### config.mk
export PLATFORM = sky130hd
export DESIGN_NAME = frac_clk_gater
export DESIGN_NICKNAME = d
export VERILOG_FILES = /design/src/rtl/frac_gater_pkg.sv /design/src/rtl/gater_regs.sv /design/src/rtl/ratio_gen.sv /design/src/rtl/frac_clk_gater.sv
export SDC_FILE = /design/constraint.sdc
export NUM_CORES = 1
export LEC_CHECK = 0
export BUFFER_PORTS_ARGS = -buffer_cell sky130_fd_sc_hd__buf_4
export CAP_MARGIN = 15
export CORE_UTILIZATION = 39
export DETAILED_ROUTE_END_ITERATION = 8
export GPL_ROUTABILITY_DRIVEN = 0
export PLACE_DENSITY_LB_ADDON = 0.25
export SLEW_MARGIN = 10
export SYNTH_ARGS = -nofsm -noshare
export SYNTH_HDL_FRONTEND = slang
export SYNTH_SLANG_ARGS = --single-unit
### constraint.sdc
create_clock -name clk -period 3.6 [get_ports clk]
set_clock_uncertainty 0.15 [all_clocks]
set_input_delay 1.08 -clock clk [delete_from_list [all_inputs] [get_ports clk]]
set_output_delay 1.08 -clock clk [all_outputs]
set_load 0.01 [all_outputs]
### src/rtl/frac_gater_pkg.sv
package frac_gater_pkg;

    localparam int FW       = 5;
    localparam int MW       = FW + 1;
    localparam int FRAME    = 1 << FW;
    localparam int KICK_BIT = 31;

    typedef logic [FW-1:0] field_t;
    typedef logic [MW-1:0] mult_t;

    typedef enum logic {
        SEL_CTRL = 1'b0,
        SEL_UPD  = 1'b1
    } reg_sel_e;

    typedef struct packed {
        logic        en;
        reg_sel_e    sel;
        logic [3:0]  be;
        logic [31:0] data;
    } reg_wr_t;

    function automatic mult_t field_to_mult(field_t f);
        return mult_t'(FRAME) - mult_t'(f);
    endfunction

    function automatic logic [31:0] be_to_mask(logic [3:0] be);
        logic [31:0] m;
        for (int i = 0; i < 4; i++) begin
            m[8*i +: 8] = {8{be[i]}};
        end
        return m;
    endfunction

endpackage

### src/rtl/gater_regs.sv
module gater_regs
    import frac_gater_pkg::*;
#(
    parameter int                  NUM_CH     = 2,
    parameter logic [NUM_CH*8-1:0] FLD_POS    = {8'd8, 8'd0},
    parameter logic [NUM_CH-1:0]   FLD_IN_UPD = 2'b10
) (
    input  logic        clk,
    input  logic        rst,
    input  reg_wr_t     wr,
    input  logic        load,
    output logic [31:0] ctrl_q,
    output logic [30:0] upd_q,
    output logic        kick_q
);

    logic [31:0] ctrl_prot;
    logic [31:0] upd_prot;
    logic [31:0] wmask;
    logic        kick_set;

    always_comb begin
        ctrl_prot = '0;
        upd_prot  = '0;
        for (int ch = 0; ch < NUM_CH; ch++) begin
            if (FLD_IN_UPD[ch]) begin
                upd_prot[int'(FLD_POS[ch*8 +: 8]) +: FW] = '1;
            end else begin
                ctrl_prot[int'(FLD_POS[ch*8 +: 8]) +: FW] = '1;
            end
        end
    end

    always_comb begin
        wmask = be_to_mask(wr.be);
        if (kick_q) begin
            wmask = wmask & ~((wr.sel == SEL_UPD) ? upd_prot : ctrl_prot);
        end
    end

    assign kick_set = wr.en && (wr.sel == SEL_UPD) && wr.be[3] && wr.data[KICK_BIT];

    always_ff @(posedge clk) begin
        if (rst) begin
            ctrl_q <= '0;
            upd_q  <= '0;
            kick_q <= 1'b0;
        end else begin
            if (wr.en && wr.sel == SEL_CTRL) begin
                ctrl_q <= (ctrl_q & ~wmask) | (wr.data & wmask);
            end
            if (wr.en && wr.sel == SEL_UPD) begin
                upd_q <= (upd_q & ~wmask[30:0]) | (wr.data[30:0] & wmask[30:0]);
            end
            if (load) begin
                kick_q <= 1'b0;
            end else if (kick_set) begin
                kick_q <= 1'b1;
            end
        end
    end

endmodule

### src/rtl/ratio_gen.sv
module ratio_gen
    import frac_gater_pkg::*;
#(
    parameter int POST_DIV = 1
) (
    input  logic   clk,
    input  logic   rst,
    input  logic   load,
    input  field_t field,
    output mult_t  mult,
    output logic   en
);

    localparam int CW = (POST_DIV > 1) ? $clog2(POST_DIV) : 1;

    logic [FW-1:0] acc_q;
    logic [MW-1:0] sum;
    logic          raw;

    assign sum = {1'b0, acc_q} + mult;
    assign raw = sum[FW];

    always_ff @(posedge clk) begin
        if (rst) begin
            mult  <= mult_t'(FRAME);
            acc_q <= '0;
        end else if (load) begin
            mult  <= field_to_mult(field);
            acc_q <= '0;
        end else begin
            acc_q <= sum[FW-1:0];
        end
    end

    generate
        if (POST_DIV > 1) begin : g_post
            logic [CW-1:0] cnt_q;
            always_ff @(posedge clk) begin
                if (rst || load) begin
                    cnt_q <= '0;
                end else if (raw) begin
                    cnt_q <= (cnt_q == CW'(POST_DIV - 1)) ? '0 : cnt_q + 1'b1;
                end
            end
            assign en = raw && (cnt_q == '0);
        end else begin : g_direct
            assign en = raw;
        end
    endgenerate

endmodule

### src/rtl/frac_clk_gater.sv
module frac_clk_gater
    import frac_gater_pkg::*;
#(
    parameter int                  NUM_CH     = 2,
    parameter logic [NUM_CH*8-1:0] FLD_POS    = {8'd8, 8'd0},
    parameter logic [NUM_CH-1:0]   FLD_IN_UPD = 2'b10,
    parameter logic [NUM_CH*8-1:0] POST_DIV   = {8'd3, 8'd1}
) (
    input  logic              clk,
    input  logic              rst,
    input  logic              wr_en,
    input  logic              wr_sel,
    input  logic [3:0]        wr_be,
    input  logic [31:0]       wr_data,
    input  logic              rd_sel,
    output logic [31:0]       rd_data,
    output logic [NUM_CH-1:0] clk_en
);

    reg_wr_t              wr;
    logic [31:0]          ctrl_q;
    logic [30:0]          upd_q;
    logic                 kick_q;
    logic [FW-1:0]        frame_q;
    logic                 load;
    logic [NUM_CH*FW-1:0] field_bus;
    logic [NUM_CH*MW-1:0] mult_bus;

    assign wr = '{en: wr_en, sel: reg_sel_e'(wr_sel), be: wr_be, data: wr_data};

    always_ff @(posedge clk) begin
        if (rst) frame_q <= '0;
        else     frame_q <= frame_q + 1'b1;
    end

    assign load = kick_q && (frame_q == FW'(FRAME - 1));

    gater_regs #(
        .NUM_CH(NUM_CH), .FLD_POS(FLD_POS), .FLD_IN_UPD(FLD_IN_UPD)
    ) i_regs (
        .clk(clk), .rst(rst), .wr(wr), .load(load),
        .ctrl_q(ctrl_q), .upd_q(upd_q), .kick_q(kick_q)
    );

    genvar ch;
    generate
        for (ch = 0; ch < NUM_CH; ch++) begin : g_ch
            localparam int POS = int'(FLD_POS[ch*8 +: 8]);
            if (FLD_IN_UPD[ch]) begin : g_upd
                assign field_bus[ch*FW +: FW] = upd_q[POS +: FW];
            end else begin : g_ctrl
                assign field_bus[ch*FW +: FW] = ctrl_q[POS +: FW];
            end
            ratio_gen #(.POST_DIV(int'(POST_DIV[ch*8 +: 8]))) i_gen (
                .clk(clk), .rst(rst), .load(load),
                .field(field_bus[ch*FW +: FW]),
                .mult(mult_bus[ch*MW +: MW]),
                .en(clk_en[ch])
            );
        end
    endgenerate

    always_comb begin
        case (reg_sel_e'(rd_sel))
            SEL_UPD: rd_data = {kick_q, upd_q};
            default: rd_data = ctrl_q;
        endcase
    end

endmodule

==> load_flow_metrics.sql, run 1 <==
INSERT INTO impl_metrics (metric_group, metric, value, unit) VALUES
('run_status', 'run_status', 'complete, no violations', ''),
('power', 'seqPwrFrac', '50.2', '%'),
('yosys', 'syn-instance-count', '452', ''),
('global_routing', 'pin_count_of_the_biggest_net_entering_global_routing', '44', ''),
('detailed_routing', 'detailroute.via_count', '3311', ''),
('critical_path', 'worst_path_dominant_cell_family', 'simple AND/OR/NAND/NOR gates', ''),
('floorplan', 'floorplan.rows', '37', ''),
('yosys', 'asyncSetResetFlopFracSynth', '0', '%'),
('power', 'irDropWorstVdd', '0.208', 'mV'),
('power', 'power.switching', '0.485', 'mW'),
('timing', 'timing.final.ws_setup', '0.290', 'ns'),
('critical_path', 'kind_of_capture_point_of_the_worst_setup_path', 'primary output', ''),
('hold_path', 'startpoint_of_the_tightest_hold_check_path', 'frame_q[0]', ''),
('yosys', 'synth-edff-count', '0', ''),
('critical_path', 'worst_setup_slack_for_register_to_register_paths', '1.45', 'ns'),
('yosys', 'syn_avg_cell_area', '9.15', 'um2'),
('critical_path', 'timing.reg2reg.worst_path_depth', '8', ''),
('final_layout', 'n_antenna_cell', '0', ''),
('timing', 'tightestPinTransition', '0.641', 'ns'),
('timing', 'grt_setup_unrepaired', 'no', ''),
('critical_path', 'crit_path_start', 'g_ch[1].i_gen.mult[1]', ''),
('hold_path', 'min_to', 'frame_q[0]', ''),
('hold_path', 'worst_hold_path_type', 'reg2reg', ''),
('yosys', 'ys_seq_area_share', '45.0', '%'),
('final_layout', 'area_delta_synth_final', '21.5', '%'),
('final_layout', 'finalNonFillerCells', '654', ''),
('critical_path', 'crit_fanout', '3', ''),
('detailed_routing', 'drt-pass1-iter-count', '4', ''),
('critical_path', 'cpPeakStageDelay', '0.53', 'ns'),
('placed_design', 'place.detailed.hpwl', '6.30', 'mm'),
('clock_network', 'clock_path_buffers', '2', ''),
('clock_network', 'ctsResizeCount', '0', ''),
('critical_path', 'start_kind', 'register', ''),
('critical_path', 'critPathBufInv', '1', ''),
('power', 'switching_share_of_total_power', '22.6', '%'),
('global_routing', 'grt_first_pass_wirelength', '15.1', 'mm'),
('placed_design', 'placement.io_buffers', '74', ''),
('placed_design', 'placement.setup.worst_slack', '0.329', 'ns'),
('yosys', 'synth_seq_cells', '93', ''),
('clock_network', 'postCtsSetupRepairBufs', '0', ''),
('power', 'power_leakage', '2.25', 'nW'),
('clock_network', 'cts-buffers-inserted', '9', ''),
('global_routing', 'grt.total_usage', '16.8', '%'),
('critical_path', 'r2r_end', 'g_ch[1].i_gen.g_post.cnt_q[0]', ''),
('detailed_routing', 'detail_route.wirelength', '8.96', 'mm'),
('detailed_routing', 'wl_per_cell', '13.7', 'um'),
('floorplan', 'chipWidth', '105', 'um'),
('detailed_routing', 'routed_via_density', '5.06', ''),
('clock_network', 'clkSinkCount', '93', ''),
('timing', 'holdWs', '0.304', 'ns'),
('hold_path', 'hold_depth', '1', ''),
('timing', 'timing.fmax', '0.302', 'GHz'),
('timing', 'slew-limit-headroom', '57.1', '%'),
('timing', 'min_period_over_period', '92.0', '%'),
('clock_network', 'clock_tree.root_cell', 'sky130_fd_sc_hd__clkbuf_8', ''),
('power', 'areal_power_density_over_the_cells', '426', 'nW/um2'),
('yosys', 'synthFlopType', 'sky130_fd_sc_hd__dfxtp_1', ''),
('critical_path', 'critical_path_required', '2.37', 'ns'),
('power', 'clock_power_share', '40.3', '%'),
('placed_design', 'dpl.cell_count', '638', ''),
('clock_network', 'clkTransAtPathRegs', '0.08', 'ns'),
('yosys', 'synth_cell_type_count', '39', ''),
('final_layout', 'finalNetCount', '570', ''),
('clock_network', 'tritoncts', 'yes', ''),
('clock_network', 'clock_insertion_delay_worst_skew', '0.35', 'ns'),
('timing', 'final_period_minus_worst_setup_slack', '3.31', 'ns'),
('critical_path', 'critical_path_at', '2.08', 'ns'),
('timing', 'finalSetupTns', '0', 'ns'),
('yosys', 'syn-cell-area', '4140', 'um2'),
('yosys', 'mappedNetlistNets', '509', ''),
('global_routing', 'globalRoute.totalOverflow', '0', '');
## cell families (layout without fill, tap and decap cells)
group,count (synthesis),count (layout),share of synthesized area [%]
and+or+nand+nor,165,165,18.2
xor gates and xnor gates,12,12,2.54
buffers and inverters,36,102,3.78
adders and majority gates,16,16,5.20
muxes,63,63,16.2
DFF,93,93,45.0
AOI/OAI and AO/OA,67,67,9.10
## power groups by stage
stage / Combinational, mW / Sequential (mW) / Clock (mW)
finish: 0.204 / 1.08 / 0.862
global route: 0.224 / 1.08 / 0.927
CTS: 0.206 / 1.08 / 0.886
detailed placement: 0.206 / 1.10 / 0
global placement: 0.201 / 1.10 / 0
floorplan: 0.125 / 1.09 / 0
## cell usage in the layout, fill, tap and decap left out, types with 2 or more instances in the layout
cell type                   instances
sky130_fd_sc_hd__mux2i_1           33
sky130_fd_sc_hd__a221o_1            2
sky130_fd_sc_hd__clkbuf_8          11
sky130_fd_sc_hd__buf_4             78
sky130_fd_sc_hd__dfxtp_1           93
sky130_fd_sc_hd__bufinv_16          3
sky130_fd_sc_hd__nand2_1           61
sky130_fd_sc_hd__and2_1             5
sky130_fd_sc_hd__a21oi_1           45
sky130_fd_sc_hd__fa_1               2
sky130_fd_sc_hd__nand3_2            3
sky130_fd_sc_hd__nor3_1             7
sky130_fd_sc_hd__nor2_1            43
sky130_fd_sc_hd__xor2_1             3
sky130_fd_sc_hd__a21o_1             2
sky130_fd_sc_hd__o21ai_0            9
sky130_fd_sc_hd__nor3b_1            3
sky130_fd_sc_hd__nand3b_1           2
sky130_fd_sc_hd__nand3_1           30
sky130_fd_sc_hd__xnor2_1            9
sky130_fd_sc_hd__ha_1              14
sky130_fd_sc_hd__inv_1              8
sky130_fd_sc_hd__mux2_2            30
sky130_fd_sc_hd__nor2b_1            4
sky130_fd_sc_hd__a211oi_1           2
## Yosys cell counts, types with 2 or more instances
library cell,n,share of area (%)
sky130_fd_sc_hd__a211oi_1,2,0.36
sky130_fd_sc_hd__a21o_1,2,0.36
sky130_fd_sc_hd__a21oi_1,45,5.4
sky130_fd_sc_hd__a221o_1,2,0.48
sky130_fd_sc_hd__and2_1,5,0.76
sky130_fd_sc_hd__buf_2,11,1.3
sky130_fd_sc_hd__buf_4,2,0.36
sky130_fd_sc_hd__clkbuf_1,14,1.3
sky130_fd_sc_hd__dfxtp_1,93,45
sky130_fd_sc_hd__fa_1,2,0.97
sky130_fd_sc_hd__ha_1,14,4.2
sky130_fd_sc_hd__inv_1,8,0.73
sky130_fd_sc_hd__mux2_2,30,8.2
sky130_fd_sc_hd__mux2i_1,33,8.0
sky130_fd_sc_hd__nand2_1,61,5.5
sky130_fd_sc_hd__nand3_1,30,3.6
sky130_fd_sc_hd__nand3_2,3,0.73
sky130_fd_sc_hd__nand3b_1,2,0.36
sky130_fd_sc_hd__nor2_1,43,3.9
sky130_fd_sc_hd__nor2b_1,5,0.76
sky130_fd_sc_hd__nor3_1,7,0.85
sky130_fd_sc_hd__nor3b_1,3,0.54
sky130_fd_sc_hd__o21ai_0,9,1.1
sky130_fd_sc_hd__xnor2_1,9,1.9
sky130_fd_sc_hd__xor2_1,3,0.64
## layer usage
metal / part of all wire (%) / vias up / GRT usage (%)
li1: - / 1661 / -
met1: 48 / 1579 / 22.0
met2: 46 / 63 / 27.2
met3: 4.6 / 8 / 3.62
met4: 1.2 / 0 / 5.63
met5: 0 / - / 0
## cell type report
cell class	count	area (um2)
Tap cell	136	170
Timing Repair Buffer	78	586
Fill cell	988	5300
Sequential cell	93	1860
Clock buffer	11	151
Multi-Input combinational cell	323	2120
Inverter	8	30.0
Clock inverter	5	106
## how the worst max path moves through the flow
stage	to	slack [ns]	cells after the start
finish	clk_en[1]	0.29	6
global route	clk_en[1]	0.12	6
CTS	clk_en[1]	0.27	6
detailed placement	rd_data[5]	0.33	3
global placement	rd_data[5]	0.33	3
floorplan	rd_data[10]	0.46	3
## per-stage QoR
stage / power [mW] / cell area [um2]
3_5_place_dp: 1.31 / 4770
2_1_floorplan: 1.22 / 4140
5_1_grt: 2.23 / 5030
3_3_place_gp: 1.30 / 4770
6_report: 2.14 / 5030
4_1_cts: 2.17 / 5030
Note: power is estimated with default switching activity, not from simulation.
==> run 2: changes to the inputs <==
==> constraint.sdc (replaced) <==
create_clock -name clk -period 3.6 [get_ports clk]
set_clock_uncertainty 0.15 [all_clocks]
set_input_delay 0.18 -clock clk [delete_from_list [all_inputs] [get_ports clk]]
set_output_delay 0.18 -clock clk [all_outputs]
set_load 0.01 [all_outputs]
==> load_flow_metrics.sql, run 2 (synthesis results as in run 1) <==
INSERT INTO impl_metrics (metric_group, metric, value, unit) VALUES
('detailed_routing', 'drt-pass1-iter-count', '4', ''),
('detailed_routing', 'routed.top_layer', 'met4', ''),
('detailed_routing', 'wl_met2', '4.33', 'mm'),
('clock_network', 'clkSinkCount', '93', ''),
('timing', 'tightestPinTransition', '0.850', 'ns'),
('clock_network', 'tritoncts', 'yes', ''),
('final_layout', 'drive_gt1_share', '23.0', '%'),
('clock_network', 'clock_path_buffers', '2', ''),
('critical_path', 'critPathBufInv', '1', ''),
('critical_path', 'start_kind', 'register', ''),
('critical_path', 'kind_of_capture_point_of_the_worst_setup_path', 'primary output', ''),
('flow_run', 'cap_viol_max_count', '0', ''),
('power', 'areal_power_density_over_the_cells', '382', 'nW/um2'),
('clock_network', 'h-tree-depth', '3', ''),
('critical_path', 'critPathKind', 'reg2out', ''),
('timing', 'finalSetupTns', '0', 'ns'),
('detailed_routing', 'wl_per_cell', '13.7', 'um'),
('critical_path', 'worstReg2RegStart', 'frame_q[0]', ''),
('final_layout', 'finalNonFillerCells', '688', ''),
('detailed_routing', 'routed_via_density', '5.01', ''),
('global_routing', 'grt.total_usage', '18.0', '%'),
('global_routing', 'globalRoute.totalOverflow', '0', ''),
('critical_path', 'crit_slowest_cell', 'sky130_fd_sc_hd__or4b_1', ''),
('floorplan', 'chipWidth', '105', 'um'),
('timing', 'final_period_minus_worst_setup_slack', '2.40', 'ns'),
('floorplan', 'floorplan.rows', '37', ''),
('critical_path', 'timing.reg2reg.worst_path_depth', '7', ''),
('critical_path', 'cpPeakStageDelay', '0.53', 'ns'),
('hold_path', 'worst_hold_path_type', 'in2reg', ''),
('placed_design', 'place.detailed.hpwl', '6.15', 'mm'),
('clock_network', 'ctsResizeCount', '0', ''),
('clock_network', 'cts-buffers-inserted', '9', ''),
('run_status', 'run_status', 'complete, no violations', ''),
('timing', 'timing.fmax', '0.416', 'GHz'),
('global_routing', 'grt_antenna_before_repair', '0', ''),
('critical_path', 'crit_cells', '6', ''),
('timing', 'hold_viol_final', '0', ''),
('final_layout', 'final_cell_mix', 'sky130_fd_sc_hd__dfxtp_1 (93), sky130_fd_sc_hd__buf_4 (76), sky130_fd_sc_hd__nand2_1 (61)', ''),
('global_routing', 'grt_first_pass_wirelength', '15.8', 'mm'),
('floorplan', 'placeableCoreArea', '10300', 'um2'),
('critical_path', 'r2r_end', 'g_ch[1].i_gen.g_post.cnt_q[0]', ''),
('floorplan', 'boundaryPins', '75', ''),
('final_layout', 'finalNetCount', '604', ''),
('final_layout', 'n_antenna_cell', '0', ''),
('clock_network', 'clkTransAtPathRegs', '0.10', 'ns'),
('critical_path', 'critPathCapture', 'clk_en[1]', ''),
('placed_design', 'dpl.cell_count', '636', ''),
('clock_network', 'clock_tree.root_cell', 'sky130_fd_sc_hd__clkbuf_8', ''),
('floorplan', 'starting_density_of_the_core', '40.1', '%'),
('detailed_routing', 'detailroute.wirelength.met3', '445', 'um'),
('detailed_routing', 'detailroute.via_count', '3445', ''),
('clock_network', 'postCtsSetupRepairBufs', '0', ''),
('clock_network', 'clock_insertion_delay_worst_skew', '0.37', 'ns'),
('critical_path', 'crit_fanout', '3', ''),
('timing', 'grt_setup_unrepaired', 'no', ''),
('critical_path', 'worst_path_dominant_cell_family', 'simple AND/OR/NAND/NOR gates', ''),
('final_layout', 'area_delta_synth_final', '28.5', '%'),
('critical_path', 'worst_setup_slack_for_register_to_register_paths', '1.26', 'ns'),
('detailed_routing', 'detailedRoute.firstIterationViolations', '133', ''),
('critical_path', 'path_cells', 'ha_1, a211oi_1, or4b_1, nand3_2, nor3b_2, buf_4', ''),
('detailed_routing', 'ant_nets', '0', ''),
('power', 'irDropWorstVdd', '0.204', 'mV'),
('critical_path', 'critical_path_at', '2.07', 'ns'),
('critical_path', 'crit_path_start', 'g_ch[1].i_gen.mult[1]', ''),
('detailed_routing', 'drc', '0', ''),
('floorplan', 'die_outline_area', '11000', 'um2'),
('global_routing', 'via_count_of_the_first_global_routing_pass', '3476', ''),
('global_routing', 'pin_count_of_the_biggest_net_entering_global_routing', '83', ''),
('timing', 'final-setup-viol-count', '0', ''),
('timing', 'holdWs', '0.104', 'ns'),
('timing', 'drv_slew', '0', ''),
('detailed_routing', 'detail_route.wirelength', '9.43', 'mm'),
('critical_path', 'critical_path_required', '3.27', 'ns'),
('power', 'power_leakage', '2.36', 'nW'),
('timing', 'min_period_over_period', '66.8', '%'),
('detailed_routing', 'm1WireLength', '4.36', 'mm'),
('placed_design', 'placement.io_buffers', '74', ''),
('timing', 'slew-limit-headroom', '43.3', '%'),
('clock_network', 'cts_hold_repair.buffers', '36', ''),
('floorplan', 'die_h', '105', 'um'),
('final_layout', 'mostFrequentLayoutCell', 'sky130_fd_sc_hd__dfxtp_1', '');
-- run 2: per-stage QoR --
stage	utilization [%]	setup slack, ns	total power [mW]	area, um2
3_3_place_gp	46.0	1.34	1.30	4750
6_report	51.5	1.20	2.03	5320
5_1_grt	51.5	1.02	2.11	5320
2_1_floorplan	-	1.68	1.22	4140
4_1_cts	51.5	1.16	2.05	5320
3_5_place_dp	46.0	1.28	1.30	4750
-- run 2: power breakdown --
| part | internal (mW) | total (mW) | switching (mW) |
|---|---|---|---|
| Sequential | 1.06 | 1.08 | 0.0187 |
| Clock | 0.342 | 0.717 | 0.375 |
| Combinational | 0.125 | 0.236 | 0.111 |
| Total | 1.52 | 2.03 | 0.505 |
-- run 2: final cells by class --
class                   count  area (um2)
well taps                 136         170
clock inverters             5        60.1
inverters                   8        30.0
flip-flops and latches     93        1860
multi-input cells         323        2120
fillers                   965        5010
repair buffers            112         931
clock buffers              11         141
-- run 2: per-layer routing --
layer	global-route usage, %	up-vias
met5	0	-
met4	10.3	0
met3	4.74	23
met2	29.7	64
met1	21.1	1624
li1	-	1734
-- run 2: how the worst min path moves through the flow --
stage | start | end | slack, ns | cells after the start
after global placement | wr_data[16] | register | 0.27 | 3
after global routing | wr_sel | i_regs.kick_q | 0.1 | 3
after CTS | wr_sel | i_regs.kick_q | 0.08 | 3
after detailed placement | wr_data[3] | register | 0.28 | 3
after floorplan | wr_data[0] | register | 0.17 | 2
final | wr_sel | i_regs.kick_q | 0.10 | 3
-- run 2: worst register-to-register path, stage by stage, from the launching register on --
cell and delay [ns]:
sky130_fd_sc_hd__dfxtp_1 0.33, sky130_fd_sc_hd__ha_1 0.22, sky130_fd_sc_hd__and3_1 0.19, sky130_fd_sc_hd__ha_1 0.18, sky130_fd_sc_hd__nand2_1 0.37, sky130_fd_sc_hd__nand2b_1 0.33, sky130_fd_sc_hd__or3_1 0.39, sky130_fd_sc_hd__mux2i_1 0.12
==> run 3: changes to the inputs <==
==> constraint.sdc (replaced) <==
create_clock -name clk -period 2.27 [get_ports clk]
set_clock_uncertainty 0.15 [all_clocks]
set_input_delay 0.1135 -clock clk [delete_from_list [all_inputs] [get_ports clk]]
set_output_delay 0.1135 -clock clk [all_outputs]
set_load 0.01 [all_outputs]
==> load_flow_metrics.sql, run 3 (synthesis results as in run 1) <==
INSERT INTO impl_metrics (metric_group, metric, value, unit) VALUES
('run_status', 'run_status', 'complete, no violations', ''),
('timing', 'final_period_minus_worst_setup_slack', '2.25', 'ns'),
('detailed_routing', 'detail_route.wirelength', '9.59', 'mm'),
('final_layout', 'drive_gt1_share', '26.9', '%'),
('clock_network', 'h-tree-depth', '3', ''),
('clock_network', 'clock_insertion_delay_worst_skew', '0.35', 'ns'),
('detailed_routing', 'ant_nets', '0', ''),
('clock_network', 'cts-buffers-inserted', '9', ''),
('timing', 'grt_setup_unrepaired', 'yes', ''),
('critical_path', 'start_kind', 'register', ''),
('floorplan', 'boundaryPins', '75', ''),
('power', 'power.switching', '0.832', 'mW'),
('global_routing', 'grt_use_met1', '21.6', '%'),
('critical_path', 'crit_fanout', '4', ''),
('power', 'power_leakage', '2.41', 'nW'),
('power', 'clock_power_share', '33.9', '%'),
('final_layout', 'mostFrequentLayoutCell', 'sky130_fd_sc_hd__dfxtp_1', ''),
('floorplan', 'floorplan.rows', '37', ''),
('timing', 'drv_slew', '0', ''),
('floorplan', 'die_h', '105', 'um'),
('final_layout', 'multi_input_area', '2200', 'um2'),
('timing', 'finalSetupTns', '0', 'ns'),
('clock_network', 'clock_path_buffers', '2', ''),
('final_layout', 'n_antenna_cell', '0', ''),
('power', 'design_power_total', '3.16', 'mW'),
('global_routing', 'grt.total_usage', '18.3', '%'),
('power', 'irDropWorstVdd', '0.368', 'mV'),
('power', 'switching_share_of_total_power', '26.3', '%'),
('critical_path', 'worstReg2RegStart', 'g_ch[1].i_gen.acc_q[2]', ''),
('global_routing', 'grt_first_pass_wirelength', '16.2', 'mm'),
('power', 'comb_power_share', '12.1', '%'),
('timing', 'tightestPinTransition', '0.607', 'ns'),
('global_routing', 'grt_util_met2', '31.3', '%'),
('global_routing', 'layer_with_the_highest_usage', 'met2', ''),
('final_layout', 'layout.area.seq', '1870', 'um2'),
('critical_path', 'critPathKind', 'reg2out', ''),
('power', 'power_report.internal_total', '2.33', 'mW'),
('floorplan', 'die_outline_area', '11000', 'um2'),
('global_routing', 'via_count_of_the_first_global_routing_pass', '3489', ''),
('global_routing', 'grt_antenna_before_repair', '0', ''),
('global_routing', 'use_met3', '6.24', '%'),
('clock_network', 'clkTransAtPathRegs', '0.11', 'ns'),
('placed_design', 'placement.io_buffers', '74', ''),
('power', 'seqPwrFrac', '54.0', '%'),
('detailed_routing', 'drc', '0', ''),
('clock_network', 'tritoncts', 'yes', ''),
('hold_path', 'worst_hold_path_type', 'in2reg', ''),
('clock_network', 'clock_tree.root_cell', 'sky130_fd_sc_hd__clkbuf_8', ''),
('floorplan', 'chipWidth', '105', 'um'),
('final_layout', 'finalNonFillerCells', '702', ''),
('final_layout', 'final_util', '53.4', '%'),
('global_routing', 'pin_count_of_the_biggest_net_entering_global_routing', '61', ''),
('critical_path', 'worst_setup_slack_for_register_to_register_paths', '0.35', 'ns'),
('critical_path', 'timing.reg2reg.worst_path_depth', '7', ''),
('flow_run', 'cap_viol_max_count', '0', ''),
('timing', 'slew-limit-headroom', '59.6', '%'),
('final_layout', 'area_delta_synth_final', '33.3', '%'),
('final_layout', 'finalNetCount', '618', ''),
('timing', 'final-setup-viol-count', '0', ''),
('floorplan', 'placeableCoreArea', '10300', 'um2'),
('detailed_routing', 'detailroute.via_count', '3468', ''),
('timing', 'hold_viol_final', '0', ''),
('power', 'areal_power_density_over_the_cells', '574', 'nW/um2'),
('global_routing', 'globalRoute.totalOverflow', '0', ''),
('critical_path', 'critical_path_at', '1.98', 'ns'),
('final_layout', 'final_cell_mix', 'sky130_fd_sc_hd__dfxtp_1 (87), sky130_fd_sc_hd__buf_4 (85), sky130_fd_sc_hd__nand2_1 (61)', ''),
('detailed_routing', 'wl_per_cell', '13.7', 'um'),
('hold_path', 'hold_depth', '2', ''),
('timing', 'timing.fmax', '0.445', 'GHz'),
('placed_design', 'place.detailed.hpwl', '6.35', 'mm'),
('timing', 'min_period_over_period', '99.0', '%'),
('placed_design', 'placement.setup.worst_slack', '0.339', 'ns'),
('timing', 'timing.final.ws_setup', '0.0226', 'ns'),
('floorplan', 'starting_density_of_the_core', '40.1', '%'),
('critical_path', 'kind_of_capture_point_of_the_worst_setup_path', 'primary output', ''),
('clock_network', 'clkSinkCount', '93', ''),
('critical_path', 'r2r_end', 'g_ch[1].i_gen.g_post.cnt_q[1]', ''),
('final_layout', 'layout.filler_cells', '986', ''),
('detailed_routing', 'drt-pass1-iter-count', '4', ''),
('detailed_routing', 'routed_via_density', '4.94', ''),
('detailed_routing', 'detailedRoute.firstIterationViolations', '82', ''),
('placed_design', 'dpl.cell_count', '641', ''),
('critical_path', 'critical_path_required', '2.01', 'ns'),
('hold_path', 'startpoint_of_the_tightest_hold_check_path', 'rst', '');
==> run 3: cell types whose count changed in the layout (fill, tap and decap cells not counted), moves of 2 or more <==
cell                            before  now
sky130_fd_sc_hd__inv_6               0    2
sky130_fd_sc_hd__ha_1               14    9
sky130_fd_sc_hd__dfxtp_1            93   87
sky130_fd_sc_hd__ha_4                0    4
sky130_fd_sc_hd__dfxtp_2             0    6
sky130_fd_sc_hd__buf_4              76   85
sky130_fd_sc_hd__dlygate4sd3_1      36   41
==> run 3: power by group through the flow <==
stage | registers, mW | logic, mW | clock network [mW]
2_1_floorplan | 1.73 | 0.198 | 0
3_3_place_gp | 1.74 | 0.326 | 0
3_5_place_dp | 1.74 | 0.330 | 0
4_1_cts | 1.71 | 0.385 | 1.11
5_1_grt | 1.71 | 0.420 | 1.19
6_report | 1.71 | 0.384 | 1.07
==> run 3: worst max path at each step <==
stage / start / cells past startpoint / to / slack, ns
floorplan: frame_q[0] / 8 / g_ch[1].i_gen.g_post.cnt_q[0] / 0.40
global placement: g_ch[1].i_gen.mult[1] / 6 / clk_en[1] / 0.36
detailed placement: g_ch[1].i_gen.mult[2] / 6 / clk_en[1] / 0.34
CTS: g_ch[0].i_gen.acc_q[1] / 6 / clk_en[0] / 0.009
global route: g_ch[1].i_gen.mult[2] / 6 / clk_en[1] / -0.05
finish: g_ch[1].i_gen.acc_q[2] / 6 / clk_en[1] / 0.02
==> run 3: worst max-delay path: stages (launching register included) <==
cell and delay [ns]:
sky130_fd_sc_hd__dfxtp_1 0.34, sky130_fd_sc_hd__ha_4 0.30, sky130_fd_sc_hd__o21ai_4 0.06, sky130_fd_sc_hd__or4b_4 0.53, sky130_fd_sc_hd__nand3_2 0.10, sky130_fd_sc_hd__nor3b_4 0.17, sky130_fd_sc_hd__buf_4 0.14
==> run 3: layout make-up <==
class	count	share of cell area, %
Inverter	8	0.545
Clock buffer	10	2.50
Tap cell	136	3.09
Clock inverter	6	0.976
Sequential cell	93	33.9
Timing Repair Buffer	126	19.0
Multi-Input combinational cell	323	40.0
==> run 3: per-layer routing <==
layer	share of wire [%]	vias up
li1	-	1764
met1	45	1635
met2	50	61
met3	4.6	8
met4	0.99	0
met5	0	-
==> run 3: per-stage QoR <==
stage / hold slack [ns] / area [um2]
after CTS: 0.0679 / 5450
after floorplan: 0.0995 / 4140
after detailed placement: 0.212 / 4790
after global routing: 0.0978 / 5510
after global placement: 0.204 / 4790
final: 0.0803 / 5510
==> run 3: repair_timing <==
action                     4_1_cts  5_1_grt
pin swaps                        2        5
hold buffers                    41        0
cloned                           0        0
hold endpoints to repair        64        0
buffers inserted                 3        1
setup endpoints to repair        2        2
resized for setup                6       11
